==> src/rtl/uart9_pkg.sv <==
package uart9_pkg;
  typedef enum logic [1:0] {
    MODE_OFF  = 2'b00,
    MODE_8BIT = 2'b01,
    MODE_9FIX = 2'b10,
    MODE_9VAR = 2'b11
  } uart_mode_e;

  typedef enum logic [2:0] {
    PH_IDLE, PH_START, PH_DATA, PH_NINTH, PH_STOP
  } phase_e;

  localparam int unsigned OVS = 16;
  localparam int unsigned CW  = $clog2(OVS);
endpackage

==> src/rtl/uart9_strobe.sv <==
module uart9_strobe #(
  parameter int unsigned M2_DIV = 4
) (
  input  logic clk,
  input  logic rst_n,
  input  logic tick_i,
  input  logic fixed_i,
  input  logic dbl_i,
  output logic stb_o
);
  localparam int unsigned DW = (M2_DIV > 1) ? $clog2(M2_DIV) : 1;
  localparam logic [DW-1:0] DIV_LAST = DW'(M2_DIV - 1);

  logic [DW-1:0] div_q, div_d;
  logic          half_q, half_d;
  logic          raw;

  always_comb begin
    raw    = fixed_i ? (div_q == DIV_LAST) : tick_i;
    div_d  = (div_q == DIV_LAST) ? '0 : div_q + 1'b1;
    half_d = raw ? ~half_q : half_q;
    stb_o  = raw & (dbl_i | half_q);
  end

  always_ff @(posedge clk or negedge rst_n) begin
    if (!rst_n) begin
      div_q  <= '0;
      half_q <= 1'b0;
    end else begin
      div_q  <= div_d;
      half_q <= half_d;
    end
  end


  halfrate_gap_chk: assert property (@(posedge clk) disable iff (!rst_n)
    (stb_o && !dbl_i) |=> (!stb_o || dbl_i));
endmodule

==> src/rtl/uart9_tx.sv <==
module uart9_tx
  import uart9_pkg::*;
#(
  parameter int unsigned DBITS = 8
) (
  input  logic             clk,
  input  logic             rst_n,
  input  logic             stb_i,
  input  uart_mode_e       mode_i,
  input  logic             wr_i,
  input  logic [DBITS-1:0] data_i,
  input  logic             nine_i,
  input  logic             clr_i,
  output logic             txd_o,
  output logic             done_o
);
  localparam int unsigned IW = (DBITS > 1) ? $clog2(DBITS) : 1;
  localparam logic [IW-1:0] IDX_LAST = IW'(DBITS - 1);
  localparam logic [CW-1:0] CNT_LAST = CW'(OVS - 1);

  phase_e           st_q, st_d;
  logic [CW-1:0]    cnt_q, cnt_d;
  logic [IW-1:0]    idx_q, idx_d;
  logic [DBITS-1:0] sh_q, sh_d;
  logic             b9_q, b9_d, w9_q, w9_d, done_q, done_d;

  always_comb begin
    st_d = st_q; cnt_d = cnt_q; idx_d = idx_q;
    sh_d = sh_q; b9_d = b9_q; w9_d = w9_q;
    if (st_q == PH_IDLE) begin
      if (wr_i && mode_i != MODE_OFF) begin
        st_d  = PH_START;
        cnt_d = '0;
        idx_d = '0;
        sh_d  = data_i;
        b9_d  = nine_i;
        w9_d  = (mode_i == MODE_9FIX) || (mode_i == MODE_9VAR);
      end
    end else if (stb_i) begin
      cnt_d = cnt_q + 1'b1;
      if (cnt_q == CNT_LAST) begin
        case (st_q)
          PH_START: st_d = PH_DATA;
          PH_DATA: begin
            sh_d = sh_q >> 1;
            if (idx_q == IDX_LAST) st_d = w9_q ? PH_NINTH : PH_STOP;
            else                   idx_d = idx_q + 1'b1;
          end
          PH_NINTH: st_d = PH_STOP;
          default:  st_d = PH_IDLE;
        endcase
      end
    end
    if (st_d == PH_STOP && st_q != PH_STOP) done_d = 1'b1;
    else if (clr_i)                         done_d = 1'b0;
    else                                    done_d = done_q;
  end

  always_ff @(posedge clk or negedge rst_n) begin
    if (!rst_n) begin
      st_q <= PH_IDLE; cnt_q <= '0; idx_q <= '0; sh_q <= '0;
      b9_q <= 1'b0; w9_q <= 1'b0; done_q <= 1'b0;
    end else begin
      st_q <= st_d; cnt_q <= cnt_d; idx_q <= idx_d; sh_q <= sh_d;
      b9_q <= b9_d; w9_q <= w9_d; done_q <= done_d;
    end
  end

  always_comb begin
    case (st_q)
      PH_START: txd_o = 1'b0;
      PH_DATA:  txd_o = sh_q[0];
      PH_NINTH: txd_o = b9_q;
      default:  txd_o = 1'b1;
    endcase
  end
  assign done_o = done_q;


  done_at_stop_chk: assert property (@(posedge clk) disable iff (!rst_n)
    $rose(done_o) |-> txd_o);

  off_mode_idle_chk: assert property (@(posedge clk) disable iff (!rst_n)
    (mode_i == MODE_OFF && st_q == PH_IDLE && wr_i) |=> txd_o);

  busy_hold_chk: assert property (@(posedge clk) disable iff (!rst_n)
    (st_q != PH_IDLE && st_q != PH_STOP && wr_i) |=> st_q != PH_IDLE);
endmodule

==> src/rtl/uart9_rx.sv <==
module uart9_rx
  import uart9_pkg::*;
#(
  parameter int unsigned DBITS = 8
) (
  input  logic             clk,
  input  logic             rst_n,
  input  logic             stb_i,
  input  uart_mode_e       mode_i,
  input  logic             en_i,
  input  logic             mp_i,
  input  logic             rxd_i,
  input  logic             clr_i,
  output logic [DBITS-1:0] data_o,
  output logic             nine_o,
  output logic             done_o
);
  localparam int unsigned IW = (DBITS > 1) ? $clog2(DBITS) : 1;
  localparam logic [IW-1:0] IDX_LAST = IW'(DBITS - 1);
  localparam logic [CW-1:0] CNT_LAST = CW'(OVS - 1);
  localparam logic [CW-1:0] S_A = CW'(OVS/2 - 1);
  localparam logic [CW-1:0] S_B = CW'(OVS/2);
  localparam logic [CW-1:0] S_C = CW'(OVS/2 + 1);

  phase_e           st_q, st_d;
  logic [CW-1:0]    cnt_q, cnt_d;
  logic [IW-1:0]    idx_q, idx_d;
  logic [DBITS-1:0] sh_q, sh_d, data_q, data_d;
  logic [1:0]       vote_q, vote_d;
  logic             s1_q, s2_q, b9_q, b9_d, nine_q, nine_d, done_q, done_d;
  logic             wide, maj, accept;

  always_comb begin
    wide = (mode_i == MODE_9FIX) || (mode_i == MODE_9VAR);
    maj  = (vote_q[0] & vote_q[1]) | (vote_q[0] & s2_q) | (vote_q[1] & s2_q);
    st_d = st_q; cnt_d = cnt_q; idx_d = idx_q; sh_d = sh_q;
    vote_d = vote_q; b9_d = b9_q; data_d = data_q; nine_d = nine_q;
    accept = 1'b0;
    if (st_q == PH_IDLE) begin
      if (en_i && mode_i != MODE_OFF && stb_i && !s2_q) begin
        st_d  = PH_START;
        cnt_d = CW'(1);
        idx_d = '0;
      end
    end else if (stb_i) begin
      cnt_d = cnt_q + 1'b1;
      if (cnt_q == S_A) vote_d[0] = s2_q;
      if (cnt_q == S_B) vote_d[1] = s2_q;
      if (cnt_q == S_C) begin
        case (st_q)
          PH_START: if (maj) st_d = PH_IDLE;
          PH_DATA:  sh_d = {maj, sh_q[DBITS-1:1]};
          PH_NINTH: b9_d = maj;
          default: begin
            st_d   = PH_IDLE;
            accept = !done_q && (!mp_i || (wide ? b9_q : maj));
          end
        endcase
      end
      if (cnt_q == CNT_LAST) begin
        case (st_q)
          PH_START: st_d = PH_DATA;
          PH_DATA: begin
            if (idx_q == IDX_LAST) st_d = wide ? PH_NINTH : PH_STOP;
            else                   idx_d = idx_q + 1'b1;
          end
          PH_NINTH: st_d = PH_STOP;
          default:  st_d = st_q;
        endcase
      end
    end
    if (accept) begin
      data_d = sh_q;
      if (wide) nine_d = b9_q;
    end
    if (accept)     done_d = 1'b1;
    else if (clr_i) done_d = 1'b0;
    else            done_d = done_q;
  end

  always_ff @(posedge clk or negedge rst_n) begin
    if (!rst_n) begin
      s1_q <= 1'b1; s2_q <= 1'b1;
      st_q <= PH_IDLE; cnt_q <= '0; idx_q <= '0; sh_q <= '0; vote_q <= '0;
      b9_q <= 1'b0; data_q <= '0; nine_q <= 1'b0; done_q <= 1'b0;
    end else begin
      s1_q <= rxd_i; s2_q <= s1_q;
      st_q <= st_d; cnt_q <= cnt_d; idx_q <= idx_d; sh_q <= sh_d; vote_q <= vote_d;
      b9_q <= b9_d; data_q <= data_d; nine_q <= nine_d; done_q <= done_d;
    end
  end

  assign data_o = data_q;
  assign nine_o = nine_q;
  assign done_o = done_q;


  full_hold_chk: assert property (@(posedge clk) disable iff (!rst_n)
    (done_q && !clr_i) |=> $stable(data_o));

  addr_filter_chk: assert property (@(posedge clk) disable iff (!rst_n)
    ($rose(done_o) && $past(wide && mp_i)) |-> nine_o);

  rx_off_chk: assert property (@(posedge clk) disable iff (!rst_n)
    (!en_i && st_q == PH_IDLE) |=> st_q == PH_IDLE);
endmodule

==> src/rtl/uart9_port.sv <==
module uart9_port
  import uart9_pkg::*;
#(
  parameter int unsigned DBITS  = 8,
  parameter int unsigned M2_DIV = 4
) (
  input  logic             clk,
  input  logic             rst_n,
  input  logic [1:0]       mode_i,
  input  logic             dbl_i,
  input  logic             tick16_i,
  input  logic             tx_wr_i,
  input  logic [DBITS-1:0] tx_data_i,
  input  logic             tx_nine_i,
  input  logic             tx_clr_i,
  output logic             txd_o,
  output logic             tx_done_o,
  input  logic             rxd_i,
  input  logic             rx_en_i,
  input  logic             rx_mp_i,
  input  logic             rx_clr_i,
  output logic [DBITS-1:0] rx_data_o,
  output logic             rx_nine_o,
  output logic             rx_done_o
);
  uart_mode_e mode;
  logic       stb;

  assign mode = uart_mode_e'(mode_i);

  uart9_strobe #(.M2_DIV(M2_DIV)) u_stb (
    .clk(clk), .rst_n(rst_n), .tick_i(tick16_i),
    .fixed_i(mode == MODE_9FIX), .dbl_i(dbl_i), .stb_o(stb)
  );

  uart9_tx #(.DBITS(DBITS)) u_tx (
    .clk(clk), .rst_n(rst_n), .stb_i(stb), .mode_i(mode),
    .wr_i(tx_wr_i), .data_i(tx_data_i), .nine_i(tx_nine_i),
    .clr_i(tx_clr_i), .txd_o(txd_o), .done_o(tx_done_o)
  );

  uart9_rx #(.DBITS(DBITS)) u_rx (
    .clk(clk), .rst_n(rst_n), .stb_i(stb), .mode_i(mode),
    .en_i(rx_en_i), .mp_i(rx_mp_i), .rxd_i(rxd_i), .clr_i(rx_clr_i),
    .data_o(rx_data_o), .nine_o(rx_nine_o), .done_o(rx_done_o)
  );
endmodule

==> config.mk <==
export PLATFORM = sky130hd
export DESIGN_NAME = uart9_port
export DESIGN_NICKNAME = d
export VERILOG_FILES = /design/src/rtl/uart9_pkg.sv /design/src/rtl/uart9_strobe.sv /design/src/rtl/uart9_tx.sv /design/src/rtl/uart9_rx.sv /design/src/rtl/uart9_port.sv
export SDC_FILE = /design/constraint.sdc
export NUM_CORES = 1
export LEC_CHECK = 0
export ABC_AREA = 0
export BUFFER_PORTS_ARGS = -buffer_cell sky130_fd_sc_hd__clkbuf_2
export CORE_MARGIN = 4
export CORE_UTILIZATION = 60
export DETAILED_ROUTE_END_ITERATION = 16
export PLACE_DENSITY = 0.85
export SKIP_CTS_REPAIR_TIMING = 1
export SLEW_MARGIN = 20
export SYNTH_ARGS = -nofsm -noshare
export SYNTH_HDL_FRONTEND = slang
export SYNTH_SLANG_ARGS = --single-unit
==> constraint.sdc <==
create_clock -name clk -period 4.85 [get_ports clk]
set_clock_uncertainty 0.05 [all_clocks]
set_input_delay 1.2125 -clock clk [delete_from_list [all_inputs] [get_ports clk]]
set_output_delay 1.2125 -clock clk [all_outputs]
set_load 0.005 [all_outputs]
; ---- After elaboration in Yosys (flattened, before gate mapping)
; Index checks and enable logic that the tools add are counted.
[word_totals]
output_inout_bits = 12
wordCells = 146
ff_bits = 57
[op_classes]
n_eq_ne = 23
n_reduce_logical = 36
mux = 52
n_bitwise = 9
addsub = 5
[ops]
columns = op, count
row1 = two-way mux 3 bit, 26
row2 = two-way mux 8 bit, 5
row3 = two-way mux 4 bit, 6
row4 = one-hot mux 3 bit (3 select lines), 2
row5 = nonzero test 2 bit, 9
row6 = "== test 4 bit, second input constant", 4
row7 = "== test 3 x 2 -> 1 bit, second input constant", 4
row8 = AND reduction 4 bit, 3
row9 = two-way mux 1 bit, 10
row10 = AND reduction 5 bit, 2
row11 = "== test 3 bit, second input constant", 3
row12 = AND reduction 3 bit, 3
row13 = "adder 4 x 1 -> 4 bit, second input constant", 2
row14 = AND reduction 2 bit, 4
row15 = "adder 3 x 1 -> 3 bit, second input constant", 2
row16 = "== test 2 bit, second input constant", 3
row17 = "== test 3 x 1 -> 1 bit, second input constant", 2
row18 = logical AND 1 bit, 6
row19 = zero test 3 bit, 2
row20 = one-hot mux 3 bit (2 select lines), 1
row21 = "!= test 5 x 4 -> 1 bit, second input constant", 1
row22 = AND 1 bit, 4
row23 = "== test 4 x 3 -> 1 bit, second input constant", 1
row24 = "!= test 2 x 1 -> 1 bit, second input constant", 2
row25 = other kinds (11), 18

; ---- Longest topological paths before layout
[depth]
ltp_word = 11
depth_mapped = 7

; ---- By module
; From an unflattened synthesis, not the netlist that was laid out.
[hier_totals]
cells_unflattened = 234
area_unflattened_um2 = 2907.8
[modules_own_cells]
columns = mod, area_per_inst_um2, instances, cells_per_inst
row1 = uart9_rx, 1661.6, 1, 136
row2 = uart9_tx, 1114.8, 1, 88
row3 = uart9_strobe, 117.6, 1, 9
row4 = uart9_port, 13.8, 1, 1

; ---- Worst setup path before layout
; OpenSTA, ideal clock, no wires.
[synth_path]
path_type = input to register
startpoint = in mode_i[0]
endpoint = reg u_rx.idx_q[0]
path_buffers = 1
path_slack_ns = 2.123
path_stages = 6
required_ns = 4.675
arrival_ns = 2.552
path_cell_list = nand2b_2 > mux2i_2 > or3_4 > buf_6 > o21bai_4 > mux2_4
[synth_via]
elab_chain_len = 7
[synth_lines]
columns = element, line
row1 = from (decl), uart9_port.sv:9  ; input logic [1:0] mode_i,
row2 = == test 2 bit, uart9_port.sv:33  ; .fixed_i(mode == MODE_9FIX), .dbl_i(dbl_i), .stb_o(stb)
row3 = two-way mux 1 bit, uart9_strobe.sv:19  ; raw = fixed_i ? (div_q == DIV_LAST) : tick_i;
row4 = AND 1 bit, uart9_strobe.sv:22  ; stb_o = raw & (dbl_i | half_q);
row5 = logical AND 1 bit (2 in series), uart9_rx.sv:40  ; if (en_i && mode_i != MODE_OFF && stb_i && !s2_q) begin
row6 = != test 2 bit (no source line), n/a
row7 = AND reduction 5 bit (no source line) (*), n/a
row8 = to (signal assigned), uart9_rx.sv:84  ; st_q <= PH_IDLE; cnt_q <= '0; idx_q <= '0; sh_q <= '0; vote_q <= '0;
row9 = to (signal assigned), uart9_rx.sv:88  ; st_q <= st_d; cnt_q <= cnt_d; idx_q <= idx_d; sh_q <= sh_d; vote_q <= vote_d;
row10 = to (decl), uart9_rx.sv:27  ; logic [IW-1:0] idx_q, idx_d;
; Every way passes the cells marked *; elsewhere a longest branch is shown, timed or not.
; A chain may end at the register's enable or synchronous reset.

; ---- Worst setup path in the final report
[layout_path]
startpoint = reg u_tx.st_q[1]
endpoint = out txd_o
[layout_via]
elab_chain_len = 2
[layout_lines]
columns = element, line
row1 = from (decl), uart9_tx.sv:21  ; phase_e st_q, st_d;
row2 = from (signal assigned), uart9_tx.sv:61  ; st_q <= PH_IDLE; cnt_q <= '0; idx_q <= '0; sh_q <= '0;
row3 = from (signal assigned), uart9_tx.sv:64  ; st_q <= st_d; cnt_q <= cnt_d; idx_q <= idx_d; sh_q <= sh_d;
row4 = == test 3 x 2 -> 1 bit / == test 3 x 1 -> 1 bit (equally long branches), uart9_tx.sv:70  ; case (st_q)
row5 = one-hot mux 1 bit (3 select lines) (*), uart9_tx.sv:70
row6 = to (decl), uart9_port.sv:16  ; output logic txd_o,
; Marked as above.

==> metrics.md <==
| Metric | Value |
|---|---|
| Status | completed |
| DP HPWL | slightly below 4000 µm |
| Crit path DAT | approximately 1500 ps |
| Final Hold Viols | 0 |
| Crit-path max FO | 13 |
| Synth warn | 0 |
| DR WL/cell | about 17 µm |
| Core Region | between 4000 and 5000 µm² |
| Die Width | 76.7 µm |
| FILL cells | about 310 |
| Unrepaired setup endpoints after global routing | no |
| Library cells used by synthesis | between 50 and 60 |
| CTS HTree Levels | 3 |
| Synth Cell Area | between 2000 and 3000 µm² |
| Worst path cell trace | a21oi_1 -> a311o_1 -> clkbuf_2 |
| Top_reg_cell synth | dfrtp_1 |
| I/O pins | 33 |
| Period utilization | around 58% |
| CTS tree | done |
| Max-Cap Viols | 0 |
| CP Class | reg -> out |
| Iteration-0 DRC count of the detailed router | 146 |
| FF+latch count, synth | between 50 and 60 |
| Clock tree buffer depth | 2 |
| Post-synth EDFFs | 0 |
| Total gr overflow | 0 |
| First-pass GRT wire length | approximately 9600 µm |
| CTS sink count | 57 |
| Antenna violations before repair | 0 |
| Routability cong. | just over 0.9 |
| Worst Max-Slew Pin Slew | around 900 ps |
| Type of origin of the critical path | register |
| Vias per cell | slightly below 6 |
| Root buf cell | clkbuf_8 |
| Max-slew violation count | 0 |
| Gate Count Post-Synth | approximately 240 |
| DRC | 0 |
| Die height | ~77 µm |
| Worst vdd ir | between 0.0003 and 0.0004 V |
| Fmax | approximately 0.36 GHz |
| Avg Cell Area, Syn | 12.0 µm² |
| Worst-path clk slew | about 60 ps |
| Vias | 1970 |
| PortBufs | 32 |
| Nets | ~300 |
| TritonRoute pass-1 iters | 4 |
| Syn-to-layout area delta | 13.6% |
| Num CTS Buffers | 9 |
| Largest net degree at the start of global routing | 37 |
| CP Data Required Time | roughly 3600 ps |
| Detail Route Antenna Nets | 0 |
| Rel. slew slack | between 40% and 50% |
| Crit-path slowest cell | dfrtp_1 |
| Setup total negative slack | 0 ps |
| Commonest non-fill, non-tap cells in the layout | 55 x dfrtp_1, 32 x clkbuf_2, 24 x nand2_1, 23 x mux2_2 |
| Ys async rst share | between 90% and 100% |
| Antenna Cells | 0 |
| HP Class | reg -> reg |
| Worst-Skew Late Latency | approximately 340 ps |
| Register area share after synthesis | between 50 and 60% |
| Share of cells above drive strength 1 | about a third |
| Crit end category | output pin |
| GRT Overall Usage | 20.8% |
| P per Cell Area | approximately 480 nW/µm² |
| Syn nets | between 200 and 300 |
| Most common cell after layout, fill and taps aside | dfrtp_1 |
| WL final | 5530 µm |
| Finish-stage setup viols | 0 |
| Placed cell count | roughly 320 |
| Tmin final | 2800 ps |
| CP peak stage delay | between 600 and 700 ps |
| Core Rows | 24 |
| Full die area | approximately 5900 µm² |
| Vias in the first global route | approximately 2k |
| Finished Layout Cells | 331 |
| Leakage | between 1.5 and 2 nW |
| Initial Utilization | between 60% and 70% |
-- cells in the mapped netlist (3+ instances only) --
cell type / count / area (µm²)
nand2_1: 24 / 90.1
dfrtp_1: 55 / 1380
nor2_1: 6 / 22.5
inv_1: 13 / 48.8
a21oi_1: 3 / 15.0
mux2_2: 23 / 259
a21o_1: 3 / 22.5
nand3_1: 10 / 50.1
mux2i_1: 9 / 90.1
o21ai_0: 8 / 40.0
ha_1: 9 / 113
mux2_4: 8 / 120
nor3_1: 5 / 25.0
a22o_1: 3 / 26.3
o31ai_1: 4 / 30.0
-- final timing paths --
| kind | startpoint | endpoint | slack, ps | cells after the start |
|---|---|---|---|---|
| worst min-delay path | u_rx.s1_q | u_rx.s2_q | 310 | 0 |
| min in group asynchronous | rst_n | u_rx.cnt_q[1] | 940 | 1 |
| worst max-delay path | u_tx.st_q[1] | txd_o | 2050 | 3 |
| max in group asynchronous | rst_n | u_rx.s2_q | 2940 | 2 |
| worst min register to register | u_rx.s1_q | u_rx.s2_q | 310 | 0 |
| worst max register to register | u_tx.st_q[1] | u_tx.sh_q[6] | 2680 | 5 |
-- state kept, by name, indices dropped and copies added (netlist names), 2 cells and up --
| register | cells |
|---|---|
| u_rx.cnt_q | 4 |
| u_tx.cnt_q | 4 |
| u_rx.vote_q | 2 |
| u_tx.st_q | 3 |
| u_rx.data_o | 8 |
| u_rx.st_q | 3 |
| u_tx.sh_q | 8 |
| u_rx.idx_q | 3 |
| u_rx.sh_q | 8 |
| u_tx.idx_q | 3 |
| u_stb.div_q | 2 |
-- report_power, final --
| group | internal (mW) | switching [mW] |
|---|---|---|
| Sequential | 0.601 | 0.126 |
| Combinational | 0.206 | 0.191 |
| Clock | 0.240 | 0.182 |
-- worst max-delay path, delay by kind of cell (launching register included) --
family	cells	cell delay, ps
AO/OA/AOI/OAI	2	470
buffers and inverters	1	120
flip-flops	1	620
-- per-layer routing --
| metal | share of wire (%) | track usage, % | vias up |
|---|---|---|---|
| met3 | 6.2 | 7.85 | 8 |
| met1 | 42 | 24.9 | 954 |
| met5 | 0 | 0 | - |
| met4 | 0.99 | 6.70 | 0 |
| li1 | - | - | 942 |
| met2 | 51 | 34.4 | 66 |
-- stage by stage --
step	power [mW]	cell area, µm²	util (%)	setup WS [ps]	hold slack, ps
2_1_floorplan	1.02	2840	-	2120	295
3_3_place_gp	1.10	3030	67.7	1820	301
3_5_place_dp	1.13	3030	67.7	1760	298
4_1_cts	1.56	3220	72.0	2020	311
5_1_grt	1.66	3220	72.0	1930	312
6_report	1.55	3220	72.0	2050	309
-- final cells by class --
class / instances / area, µm² / share of cell area [%]
inverter: 13 / 48.8 / 1.52
tap: 52 / 65.1 / 2.02
clock inverter: 2 / 10.0 / 0.311
sequential: 57 / 1430 / 44.4
multi-input combinational: 160 / 1320 / 40.9
timing repair buffer: 33 / 168 / 5.21
clock buffer: 14 / 183 / 5.67
-- logic make-up (layout without fill, tap and decap cells) --
| kind of cell | count (synthesis) | in the layout | synth area share [%] |
|---|---|---|---|
| AND/OR/NAND/NOR | 70 | 70 | 13.9 |
| XOR/XNOR | 1 | 1 | 0.309 |
| adder cells (fa/ha/maj) | 9 | 9 | 3.97 |
| AO/OA/AOI/OAI | 38 | 38 | 10.8 |
| buffers and inverters | 19 | 62 | 3.13 |
| multiplexers | 42 | 42 | 17.4 |
| flip-flops | 57 | 57 | 50.4 |
(Power assumes the default switching activity.)
